`src/rtl/mpx_pkg.sv`:
```
package mpx_pkg;
  localparam int ADDR_W     = 26;
  localparam int LINE_BYTES = 32;

  typedef enum logic [1:0] {SZ_BYTE = 2'd0, SZ_WORD = 2'd1, SZ_LONG = 2'd2, SZ_LINE = 2'd3} mpx_size_e;
  typedef enum logic [1:0] {PH_IDLE = 2'd0, PH_ADDR = 2'd1, PH_DATA = 2'd2} mpx_phase_e;

  // 3-bit code carried on the top lanes during the address phase
  function automatic logic [2:0] size_code(input mpx_size_e s);
    case (s)
      SZ_BYTE: size_code = 3'b000;
      SZ_WORD: size_code = 3'b001;
      SZ_LONG: size_code = 3'b010;
      default: size_code = 3'b100;
    endcase
  endfunction
endpackage

```
`src/rtl/mpx_beat_seq.sv`:
```
module mpx_beat_seq
  import mpx_pkg::*;
#(
  parameter int DATA_W = 32
) (
  input  logic              clk,
  input  logic              rst_n,
  input  logic              start,
  input  logic              step,
  input  mpx_size_e         size,
  input  logic [ADDR_W-1:0] base,
  output logic              last,
  output logic [ADDR_W-1:0] beat_addr
);
  localparam int BYTES = DATA_W / 8;
  localparam int NB    = LINE_BYTES / BYTES;
  localparam int CW    = $clog2(NB);
  localparam int SH    = $clog2(BYTES);
  localparam int LSH   = $clog2(LINE_BYTES);

  logic [CW-1:0] cnt;
  logic [CW-1:0] slot;

  always_ff @(posedge clk or negedge rst_n) begin
    if (!rst_n)     cnt <= '0;
    else if (start) cnt <= '0;
    else if (step)  cnt <= cnt + 1'b1;
  end

  // slot wraps naturally at CW bits, i.e. inside the aligned line
  assign slot = base[LSH-1:SH] + cnt;
  assign last = (size != SZ_LINE) || (cnt == CW'(NB - 1));

  always_comb begin
    if (size == SZ_LINE) beat_addr = {base[ADDR_W-1:LSH], slot, {SH{1'b0}}};
    else                 beat_addr = base;
  end
endmodule

```
`src/rtl/mpx_phase_fsm.sv`:
```
module mpx_phase_fsm
  import mpx_pkg::*;
(
  input  logic              clk,
  input  logic              rst_n,
  input  logic              req_valid,
  input  logic              req_write,
  input  mpx_size_e         req_size,
  input  logic [ADDR_W-1:0] req_addr,
  input  logic              rdy_n,
  input  logic              last,
  output mpx_phase_e        phase,
  output logic              accept,
  output logic              beat_done,
  output logic              last_xfer,
  output logic              req_ready,
  output logic              cur_write,
  output mpx_size_e         cur_size,
  output logic [ADDR_W-1:0] cur_addr,
  output logic              done
);
  mpx_phase_e nxt;

  assign beat_done = (phase == PH_DATA) && !rdy_n;
  assign last_xfer = beat_done && last;
  assign req_ready = (phase == PH_IDLE) || last_xfer;
  assign accept    = req_valid && req_ready;

  always_comb begin
    nxt = phase;
    case (phase)
      PH_IDLE: if (accept) nxt = PH_ADDR;
      PH_ADDR: nxt = PH_DATA;
      PH_DATA: if (last_xfer) nxt = accept ? PH_ADDR : PH_IDLE;
      default: nxt = PH_IDLE;
    endcase
  end

  always_ff @(posedge clk or negedge rst_n) begin
    if (!rst_n) begin
      phase     <= PH_IDLE;
      cur_write <= 1'b0;
      cur_size  <= SZ_BYTE;
      cur_addr  <= '0;
      done      <= 1'b0;
    end else begin
      phase <= nxt;
      done  <= last_xfer;
      if (accept) begin
        cur_write <= req_write;
        cur_size  <= req_size;
        cur_addr  <= req_addr;
      end
    end
  end
endmodule

```
`src/rtl/mpx_lane_drv.sv`:
```
module mpx_lane_drv
  import mpx_pkg::*;
#(
  parameter int DATA_W = 32
) (
  input  mpx_phase_e        phase,
  input  logic              cur_write,
  input  mpx_size_e         cur_size,
  input  logic [ADDR_W-1:0] cur_addr,
  input  logic              last,
  input  logic [DATA_W-1:0] wr_data,
  output logic [DATA_W-1:0] dq_o,
  output logic              dq_oe,
  output logic              bs_n,
  output logic              cs_n,
  output logic              frame_n
);
  localparam int GAP = DATA_W - 3 - ADDR_W;
  logic [DATA_W-1:0] addr_word;

  generate
    if (GAP > 0) begin : g_gap
      assign addr_word = {size_code(cur_size), {GAP{1'b0}}, cur_addr};
    end else begin : g_nogap
      assign addr_word = {size_code(cur_size), cur_addr[DATA_W-4:0]};
    end
  endgenerate

  always_comb begin
    cs_n    = (phase == PH_IDLE);
    bs_n    = (phase != PH_ADDR);
    frame_n = !((phase == PH_ADDR) || ((phase == PH_DATA) && !last));
    dq_oe   = (phase == PH_ADDR) || ((phase == PH_DATA) && cur_write);
    dq_o    = (phase == PH_ADDR) ? addr_word : (dq_oe ? wr_data : '0);
  end
endmodule

```
`src/rtl/mpx_bus_master.sv`:
```
module mpx_bus_master
  import mpx_pkg::*;
#(
  parameter int DATA_W = 32
) (
  input  logic              clk,
  input  logic              rst_n,
  input  logic              req_valid,
  output logic              req_ready,
  input  logic              req_write,
  input  logic [1:0]        req_size,
  input  logic [25:0]       req_addr,
  input  logic [DATA_W-1:0] wr_data,
  output logic [25:0]       beat_addr,
  output logic              rd_valid,
  output logic [DATA_W-1:0] rd_data,
  output logic              done,
  output logic [DATA_W-1:0] bus_dq_o,
  output logic              bus_dq_oe,
  input  logic [DATA_W-1:0] bus_dq_i,
  output logic              bus_bs_n,
  output logic              bus_cs_n,
  output logic              bus_frame_n,
  input  logic              bus_rdy_n
);
  mpx_phase_e        phase;
  logic              accept, beat_done, last_xfer, last;
  logic              cur_write;
  mpx_size_e         cur_size;
  logic [ADDR_W-1:0] cur_addr;

  mpx_phase_fsm u_fsm (
    .clk(clk), .rst_n(rst_n), .req_valid(req_valid), .req_write(req_write),
    .req_size(mpx_size_e'(req_size)), .req_addr(req_addr), .rdy_n(bus_rdy_n),
    .last(last), .phase(phase), .accept(accept), .beat_done(beat_done),
    .last_xfer(last_xfer), .req_ready(req_ready), .cur_write(cur_write),
    .cur_size(cur_size), .cur_addr(cur_addr), .done(done)
  );

  mpx_beat_seq #(.DATA_W(DATA_W)) u_seq (
    .clk(clk), .rst_n(rst_n), .start(accept), .step(beat_done && !last),
    .size(cur_size), .base(cur_addr), .last(last), .beat_addr(beat_addr)
  );

  mpx_lane_drv #(.DATA_W(DATA_W)) u_drv (
    .phase(phase), .cur_write(cur_write), .cur_size(cur_size), .cur_addr(cur_addr),
    .last(last), .wr_data(wr_data), .dq_o(bus_dq_o), .dq_oe(bus_dq_oe),
    .bs_n(bus_bs_n), .cs_n(bus_cs_n), .frame_n(bus_frame_n)
  );

  always_ff @(posedge clk or negedge rst_n) begin
    if (!rst_n) begin
      rd_valid <= 1'b0;
      rd_data  <= '0;
    end else begin
      rd_valid <= beat_done && !cur_write;
      if (beat_done && !cur_write) rd_data <= bus_dq_i;
    end
  end
endmodule

```
`config.mk`:
```
export PLATFORM = sky130hd
export DESIGN_NAME = mpx_bus_master
export DESIGN_NICKNAME = d
export VERILOG_FILES = /design/src/rtl/mpx_pkg.sv /design/src/rtl/mpx_beat_seq.sv /design/src/rtl/mpx_phase_fsm.sv /design/src/rtl/mpx_lane_drv.sv /design/src/rtl/mpx_bus_master.sv
export SDC_FILE = /design/constraint.sdc
export NUM_CORES = 1
export LEC_CHECK = 0
export BUFFER_PORTS_ARGS = -buffer_cell sky130_fd_sc_hd__buf_4
export CORE_ASPECT_RATIO = 1.5
export CORE_MARGIN = 3
export CORE_UTILIZATION = 40
export CTS_CLUSTER_SIZE = 25
export DETAILED_ROUTE_END_ITERATION = 8
export GPL_TIMING_DRIVEN = 0
export PLACE_DENSITY = 0.85
export SYNTH_ARGS = -nofsm -noshare
export SYNTH_HDL_FRONTEND = slang
export SYNTH_SLANG_ARGS = --single-unit
```
`constraint.sdc`:
```
create_clock -name clk -period 1.7 [get_ports clk]
set_input_delay 0.17 -clock clk [delete_from_list [all_inputs] [get_ports clk]]
set_output_delay 0.17 -clock clk [all_outputs]
set_load 0.01 [all_outputs]
```
# Word-level counts from Yosys, hierarchy flattened
# Index checks and enable logic that the tools add are counted.
dict set report totals {
  reg_bits 68
  in_bits 97
  out_inout_bits 97
  elab_cells 49
}
dict set report op_classes {
  addsub 2
  n_eq_ne 10
  n_mux 10
  n_reduce_logical 19
}
# operator count
set ops {}
lappend ops {{$mux 32} 2}
lappend ops {{$pmux 3 s3} 1}
lappend ops {{$logic_and 1x1->1} 7}
lappend ops {{$eq 2x2->1 const B} 3}
lappend ops {{$mux 3} 2}
lappend ops {{$pmux 2 s3} 1}
lappend ops {{$mux 5} 1}
lappend ops {{$eq 2x1->1 const B} 2}
lappend ops {{$logic_not 1->1} 4}
lappend ops {{$logic_not 2->1} 2}
lappend ops {{$logic_or 1x1->1} 4}
lappend ops {{$mux 2} 2}
lappend ops {{$ne 2x1->1 const B} 2}
lappend ops {{$ne 2x2->1 const B} 2}
lappend ops {{$add 3x1->3 const B} 1}
lappend ops {{$add 3x3->3} 1}
lappend ops {{$eq 3x3->1 const B} 1}
lappend ops {{$reduce_and 2->1} 1}
lappend ops {{$reduce_bool 2->1} 1}
lappend ops {{$mux 1} 1}

# Depth between registers and ports, before layout
# Gate-level depths: netlist (run 1).
dict set report logic_depth {
  ltp_word 8
  depth_mapped 6
  ltp_nobuf 5
}

# Modules after synthesis
# From an unflattened synthesis (run 1), not the netlist that was laid out.
dict set report hier_totals {
  hier_cells 274
  area_unflattened_um2 3762.4
}
# mod instances cells_each area_per_inst_um2 seq_area_each_um2
set modules_own_cells {}
lappend modules_own_cells {mpx_bus_master 1 71 1386.3 825.8}
lappend modules_own_cells {mpx_phase_fsm 1 74 1246.2 800.8}
lappend modules_own_cells {mpx_lane_drv 1 86 718.2 0.0}
lappend modules_own_cells {mpx_beat_seq 1 43 411.6 75.1}

# Worst setup path before layout (run 1)
# OpenSTA, ideal clock, no wires.
dict set report synth_path {
  path_type {register -> register}
  startpoint {register u_seq.cnt[0]}
  endpoint {register u_fsm.cur_addr[10]}
  arrival_ns 1.692
  slack_ns -0.117
  path_stages_with_launch 7
  period_less_slack_ns 1.817
  path_cell_list {dfrtp_1 ha_1 ha_1 o311a_1 buf_2 buf_6 mux2_4}
}
dict set report synth_between {
  elab_chain_cells 5
}
# item line
set synth_lines {}
lappend synth_lines {{start: declaration} mpx_beat_seq.sv:21} ;# logic [CW-1:0] cnt;
lappend synth_lines {{start signal: assignment} mpx_beat_seq.sv:27} ;# else if (step) cnt <= cnt + 1'b1;
lappend synth_lines {{$eq 3x3->1} mpx_beat_seq.sv:32} ;# assign last = (size != SZ_LINE) || (cnt == CW'(NB - 1));
lappend synth_lines {{$logic_or 1x1->1} mpx_beat_seq.sv:32}
lappend synth_lines {{$logic_and 1x1->1} mpx_phase_fsm.sv:25} ;# assign last_xfer = beat_done && last;
lappend synth_lines {{$logic_or 1x1->1} mpx_phase_fsm.sv:26} ;# assign req_ready = (phase == PH_IDLE) || last_xfer;
lappend synth_lines {{$logic_and 1x1->1} mpx_phase_fsm.sv:27} ;# assign accept = req_valid && req_ready;
lappend synth_lines {{end signal: assignment} mpx_phase_fsm.sv:52} ;# cur_addr <= req_addr;
lappend synth_lines {{end: declaration} mpx_phase_fsm.sv:19} ;# output logic [ADDR_W-1:0] cur_addr,
# Every way passes these cells.
# A chain may end at the register's enable or synchronous reset.

# Worst setup path after layout (run 1)
dict set report layout_path {
  startpoint {register u_seq.cnt[0]}
  endpoint {output beat_addr[4]}
}
dict set report layout_between {
  elab_chain_cells 2
}
# item line
set layout_lines {}
lappend layout_lines {{$add 3x3->3} mpx_beat_seq.sv:31} ;# assign slot = base[LSH-1:SH] + cnt;
lappend layout_lines {{$mux 5} mpx_beat_seq.sv:35} ;# if (size == SZ_LINE) beat_addr = {base[ADDR_W-1:LSH], slot, {SH{1'b0}}};
lappend layout_lines {{end: declaration} mpx_bus_master.sv:14} ;# output logic [25:0] beat_addr,
# Every way passes these cells.

==> flow_metrics.py, run 1 <==
metrics = {
    "outcome": {
        "status": "finished, violations left",
        "violations": "setup timing",
    },
    "die": {
        "core-area_mm2": 0.008413,
        "die_y_um": 120.0,
        "die_width_um": 81.99,
        "io-pin-count": 194,
        "num_rows": 41,
        "start_util": 0.4118,
        "floorplan.die_area_mm2": 0.009837,
    },
    "clock_tree": {
        "clk_pin_slew_ns": 0.06,
        "clock-root-buffer": "clkbuf_16",
        "insertion_delay_ns": 0.33,
        "cts_tree": "built",
        "cts_buffers": 9,
        "cts.sinks": 68,
        "cts_buffer_depth": 2,
        "cts_htree_levels": 3,
    },
    "timing": {
        "rsz0062_at_grt": "true",
        "finalSetupViolations": 88,
        "worstMarginPinSlew_ns": 0.8629,
        "max_freq_ghz": 0.5149,
        "skew_ns": 0.006937,
        "finalHoldViolCount": 0,
        "final_max_slew_viol_count": 0,
        "fin_ws_ns": -0.2423,
        "period_needed_ns": 1.942,
        "period_share": 1.143,
        "whs_ns": 0.07119,
        "max_slew_margin": 0.4248,
    },
    "cells_and_area": {
        "antenna_cells": 0,
        "syn_to_final_growth_pct": 72.99,
        "final_nets": 568,
        "drive_gt1_frac": 0.7415,
        "final_cell_count_no_fill": 579,
    },
    "logic_synthesis": {
        "yosysSeqAreaShare": 0.4912,
        "synthDistinctLibCells": 37,
        "synth_warnings": 0,
        "ys_ff_latch": 68,
        "synthFlopType": "dfrtp_1",
        "synth_edf_count": 0,
        "syn-num-nets": 339,
        "netlist_instances": 238,
        "async_reset_ff_frac": 1.000,
        "synth_area_mm2": 0.003465,
        "avgSynthCellArea_um2": 14.56,
    },
    "min_path": {
        "hp-class": "primary input to register",
    },
    "detailed_routing": {
        "drc": 0,
        "wl_per_cell_um": 18.25,
        "vias_per_cell": 4.900,
        "drtAntennaViolNets": 0,
        "vias": 2837,
        "drtIter0Drc": 74,
        "wl_mm": 10.57,
        "drt-pass1-iter-count": 4,
    },
    "global_route": {
        "grt_pass1_vias": 3128,
        "antenna_found_initial": 0,
        "use_met1": 0.2477,
        "grt_start_max_net_pins": 69,
        "grt_pass1_wl_mm": 15.95,
        "grtUsageTotal": 0.2165,
        "busiest_layer": "met2",
        "use_met3": 0.04730,
        "global_route.overflow_total": 0,
        "use_met2": 0.3801,
    },
    "pwr": {
        "power.density_mw_per_mm2": 1888,
        "internal_power_w": 0.007713,
        "p_clk_frac": 0.177,
        "p_seq_frac": 0.270,
        "cellLeakagePower_nw": 3.031,
        "ir_drop_mv": 0.9873,
        "swShare": 0.3185,
        "combPwrFrac": 0.554,
        "switchingPower_w": 0.003605,
    },
    "setup_path": {
        "rr_worst_depth": 7,
        "cp_max_fo": 2,
        "critPathArrivalTime_ns": 1.77,
        "crit_path_top_delay_cell": "dfrtp_1",
        "crit_path_end": "beat_addr[4]",
        "setup.reg_to_reg.worst_slack_ns": -0.17,
        "worst-endpoint-required_ns": 1.53,
        "cpPeakStageDelay_ns": 0.40,
        "crit_path_start_kind": "register",
        "end_kind": "primary output",
        "critPathLaunch": "u_seq.cnt[0]$_DFFE_PN0P_",
        "r2r-start": "u_seq.cnt[0]$_DFFE_PN0P_",
        "crit_type": "register to primary output",
        "crit_chain": "ha_2, fa_2, xnor2_1, nor2_1, xor2_1, buf_4",
        "rr_endpoint": "u_fsm.cur_addr[6]$_DFFE_PN0P_",
    },
    "job": {
        "cap_violations": 0,
    },
    "placement": {
        "gp_congestion": 0.7137,
        "place_hpwl_mm": 7.197,
        "dp.cells": 538,
        "port_buffers": 193,
    },
}
what timing repair did:
item	in CTS	in global routing
setup buffers	19	4
gates resized for setup	71	17
pin swaps	30	6
endpoints found under the setup margin	90	98
hold endpoints to repair	68	0
hold buffers	1	0
cloned	6	0
how the worst min path moves through the flow:
stage / from / cells past startpoint / to / slack (ns)
2_1_floorplan: rst_n / 0 / rd_data[0]$_DFFE_PN0P_ / -0.13
3_3_place_gp: rst_n / 1 / rd_data[22]$_DFFE_PN0P_ / 0.31
3_5_place_dp: rst_n / 1 / rd_data[30]$_DFFE_PN0P_ / 0.33
4_1_cts: req_addr[4] / 2 / u_fsm.cur_addr[4]$_DFFE_PN0P_ / 0.04
5_1_grt: req_addr[14] / 2 / u_fsm.cur_addr[14]$_DFFE_PN0P_ / 0.06
6_report: req_size[1] / 2 / u_fsm.cur_size[1]$_DFFE_PN0P_ / 0.07
worst max-delay path: cells and delay by family, from the launching register on:
kind	cells	cell delay (ns)
xor gates and xnor gates	2	0.28
adders and majority gates	2	0.51
buffers and inverters	1	0.14
DFF	1	0.40
and+or+nand+nor	1	0.12
power groups by stage:
stage	registers [W]	clock network, W	logic (W)
6_report	0.00305	0.00200	0.00627
3_3_place_gp	0.00301	0	0.00517
2_1_floorplan	0.00308	0	0.00286
4_1_cts	0.00304	0.00204	0.00621
3_5_place_dp	0.00306	0	0.00527
5_1_grt	0.00316	0.00210	0.00665
logic make-up after synthesis:
| logic type | count (synthesis) | synth area share |
|---|---|---|
| AO/OA/AOI/OAI | 40 | 0.09245 |
| XOR/XNOR | 2 | 0.005057 |
| adder cells (fa/ha/maj) | 4 | 0.01661 |
| buffers and inverters | 39 | 0.08812 |
| flip-flops | 68 | 0.4912 |
| multiplexers | 63 | 0.2644 |
| AND/OR/NAND/NOR | 22 | 0.04226 |
area by class of cell:
type / count / area [um^2]
Clock buffer: 10 / 239.0
Timing Repair Buffer: 219 / 1897
Inverter: 4 / 15.01
Tap cell: 107 / 133.9
Sequential cell: 68 / 1704
Clock inverter: 6 / 87.58
Fill cell: 566 / 2420
Multi-Input combinational cell: 131 / 1551
Buffer: 34 / 365.4
metal layers:
layer  wire [um]  vias to the layer above
met5           0                        -
met4         170                        0
met3         792                       16
met2        5675                      134
met1        3927                     1388
li1            -                     1299
state kept, by name, indices dropped and copies added, names as in the netlist:
| name | count |
|---|---|
| rd_data | 32 |
| rd_valid | 1 |
| u_fsm.cur_addr | 26 |
| u_fsm.cur_size | 2 |
| u_fsm.cur_write | 1 |
| u_fsm.done | 1 |
| u_fsm.phase | 2 |
| u_seq.cnt | 3 |
layout by cell type, fill, tap and decap left out, types with 3 or more instances in the layout:
master     netlist  layout
clkbuf_16        0       9
buf_12           3      13
and3_1           3       3
mux2_4          55      61
buf_4           22     196
a21oi_2          0       3
buf_8            0       3
nor2_1           3       3
buf_6            3      36
dfrtp_1         68      66
a22o_1          26      26
o21ai_1          3       3
inv_1            3       3
synth_stat cells, types with 2 or more instances:
library cell,n,share of area
buf_4,22,0.048
mux2_2,2,0.0065
and2_1,3,0.0054
dfrtp_1,68,0.49
inv_1,3,0.0033
a21oi_1,5,0.0072
mux2_1,6,0.020
clkbuf_1,3,0.0033
buf_6,3,0.0098
a32o_1,2,0.0058
nor2_1,3,0.0033
nand3_1,2,0.0029
nor2b_1,2,0.0036
buf_12,3,0.017
o21ai_1,3,0.0043
mux2_4,55,0.24
ha_1,3,0.011
a22o_1,26,0.066
and3_1,3,0.0054
buf_2,4,0.0058
per-stage QoR:
step / setup WS (ns) / util / setup TNS, ns / power (W) / instance area, um^2
after floorplan: -0.01235 / - / -0.2835 / 0.005943 / 3493
after global placement: -0.08337 / 0.6034 / -4.456 / 0.008175 / 5076
after detailed placement: -0.1192 / 0.6034 / -5.871 / 0.008327 / 5076
after CTS: -0.2851 / 0.7125 / -12.10 / 0.01130 / 5995
after global routing: -0.3710 / 0.7124 / -12.64 / 0.01191 / 5993
final: -0.2423 / 0.7124 / -8.172 / 0.01132 / 5993
No activity file was read; power rests on OpenSTA's default activity.
==> run 2, diff against run 1 <==
--- a/config.mk
+++ b/config.mk
@@ -10,8 +10,9 @@
 export CORE_MARGIN = 3
 export CORE_UTILIZATION = 40
-export CTS_CLUSTER_SIZE = 25
+export CTS_CLUSTER_SIZE = 12
 export DETAILED_ROUTE_END_ITERATION = 8
 export GPL_TIMING_DRIVEN = 0
 export PLACE_DENSITY = 0.85
+export SETUP_SLACK_MARGIN = 0.1
 export SYNTH_ARGS = -nofsm -noshare
 export SYNTH_HDL_FRONTEND = slang
==> constraint.sdc (replaced) <==
create_clock -name clk -period 1.7 [get_ports clk]
set_input_delay 0.17 -clock clk [delete_from_list [all_inputs] [get_ports clk]]
set_output_delay 0.17 -clock clk [all_outputs]
set_load 0.005 [all_outputs]
==> flow_metrics.py, run 2 (synthesized netlist as in run 1, its figures left out) <==
metrics = {
    "detailed_routing": {
        "drtAntennaViolNets": 0,
        "drc": 0,
        "vias": 2926,
        "drt-pass1-iter-count": 4,
        "drtIter0Drc": 68,
        "vias_per_cell": 4.985,
        "wl_mm": 11.33,
        "wl_per_cell_um": 19.29,
    },
    "global_route": {
        "grt_pass1_vias": 3170,
        "global_route.overflow_total": 0,
        "grtUsageTotal": 0.2219,
        "grt_start_max_net_pins": 69,
        "antenna_found_initial": 0,
        "grt_pass1_wl_mm": 16.42,
    },
    "setup_path": {
        "crit_type": "register to register",
        "cp_max_fo": 7,
        "critPathArrivalTime_ns": 2.23,
        "worst-endpoint-required_ns": 1.91,
        "crit_path_start_kind": "register",
        "end_kind": "register",
    },
    "job": {
        "cap_violations": 0,
    },
    "placement": {
        "place_hpwl_mm": 7.504,
        "dp_slack_ns": -0.1043,
        "port_buffers": 193,
        "gp_congestion": 0.7610,
    },
    "timing": {
        "worstMarginPinSlew_ns": 0.8546,
        "finalHoldViolCount": 0,
        "period_share": 1.185,
        "max_slew_margin": 0.4303,
        "fin_ws_ns": -0.3151,
        "max_freq_ghz": 0.4963,
        "period_needed_ns": 2.015,
        "rsz0062_at_grt": "true",
        "final_max_slew_viol_count": 0,
        "finalSetupViolations": 98,
        "skew_ns": 0.006857,
    },
    "clock_tree": {
        "cts_buffer_depth": 2,
        "cts.sinks": 68,
        "insertion_delay_ns": 0.33,
        "clk_pin_slew_ns": 0.06,
        "cts_htree_levels": 3,
        "cts_buffers": 9,
        "clock-root-buffer": "clkbuf_16",
        "cts_tree": "built",
    },
    "die": {
        "die_y_um": 120.0,
        "num_rows": 41,
        "io-pin-count": 194,
        "die_width_um": 81.99,
        "floorplan.die_area_mm2": 0.009837,
        "start_util": 0.4118,
        "core-area_mm2": 0.008413,
    },
    "cells_and_area": {
        "drive_gt1_frac": 0.7479,
        "largest_reg_flops": 32,
        "antenna_cells": 0,
        "fin_util": 0.7219,
        "syn_to_final_growth_pct": 75.30,
        "top_regs": "rd_data (32), u_fsm.cur_addr (26), u_seq.cnt (3)",
        "mostFrequentLayoutCells": "219 x buf_4, 63 x dfrtp_1, 60 x mux2_4",
        "final_nets": 576,
        "layout_commonest_cell": "buf_4",
        "largest-register": "rd_data",
    },
    "pwr": {
        "combPwrFrac": 0.534,
        "swShare": 0.2949,
        "p_clk_frac": 0.192,
        "p_total_w": 0.01114,
        "p_seq_frac": 0.275,
        "cellLeakagePower_nw": 3.082,
        "internal_power_w": 0.007856,
        "ir_drop_mv": 0.9373,
        "switchingPower_w": 0.003285,
        "power.density_mw_per_mm2": 1834,
    },
    "outcome": {
        "violations": "setup timing",
        "status": "finished, violations left",
    },
    "min_path": {
        "hp-class": "primary input to register",
    },
}
[run 2: cell count changes in the layout (fill, tap and decap cells not counted), sizes merged]
cell	before	now
buf	250	256
clkinv	4	3
clkbuf	12	14
bufinv	2	3
[run 2: final cells by class]
cell class              instances  area, um^2
clock buffers                  10       229.0
well taps                     107       133.9
flip-flops and latches         68        1708
clock inverters                 6       112.6
plain buffers                  35       387.9
multi-input cells             131        1562
repair buffers                226        1918
fillers                       563        2340
inverters                       4       22.52
[run 2: worst paths after layout]
path                                           from                              to  slack, ns  depth (start not counted)
min reg2reg                  rd_data[2]$_DFFE_PN0P_          rd_data[2]$_DFFE_PN0P_       0.49                          1
min                                     req_addr[5]   u_fsm.cur_addr[5]$_DFFE_PN0P_       0.05                          2
max in group asynchronous                     rst_n   u_fsm.cur_size[0]$_DFFE_PN0P_       0.58                          2
max                        u_seq.cnt[0]$_DFFE_PN0P_  u_fsm.cur_addr[11]$_DFFE_PN0P_      -0.32                          8
min in group asynchronous                     rst_n         rd_data[11]$_DFFE_PN0P_       0.51                          2
max reg2reg                u_seq.cnt[0]$_DFFE_PN0P_  u_fsm.cur_addr[11]$_DFFE_PN0P_      -0.32                          8
[run 2: timing repair]
item	CTS	global route
setup endpoints to repair	101	101
resized for setup	58	21
buffers inserted	19	7
gates cloned	8	1
pin swaps	24	10
hold buffers	1	0
endpoints found under the hold margin	65	0
[run 2: layer usage]
| metal | up-vias | wire length [um] | track usage |
|---|---|---|---|
| met1 | 1472 | 4027 | 0.2302 |
| met3 | 13 | 762 | 0.05330 |
| met2 | 126 | 6388 | 0.4160 |
| met5 | - | 0 | 0 |
| met4 | 0 | 146 | 0.07796 |
| li1 | 1315 | - | - |
[run 2: power groups by stage]
stage,Combinational [W],Sequential (W),Clock (W)
after global placement,0.00474,0.00299,0
final,0.00594,0.00306,0.00213
after CTS,0.00574,0.00304,0.00215
after detailed placement,0.00485,0.00304,0
after floorplan,0.00259,0.00292,0
after global routing,0.00632,0.00316,0.00223
[run 2: critical path: stages, from the launching register on]
cell and delay (ns):
dfrtp_1 0.40, buf_4 0.14, buf_6 0.11, ha_4 0.16, ha_4 0.17, o311a_1 0.30, buf_6 0.17, clkbuf_16 0.17
mux2_4 0.29
[run 2: per-stage QoR]
step	cell area (um^2)	instances	hold slack [ns]	TNS (ns)
after floorplan	3497	238	-0.1256	-0.2835
after global placement	5080	538	0.3176	-3.838
after detailed placement	5080	538	0.3288	-5.036
after CTS	5993	582	0.04546	-14.11
after global routing	6073	587	0.05282	-18.70
final	6073	587	0.05321	-15.30
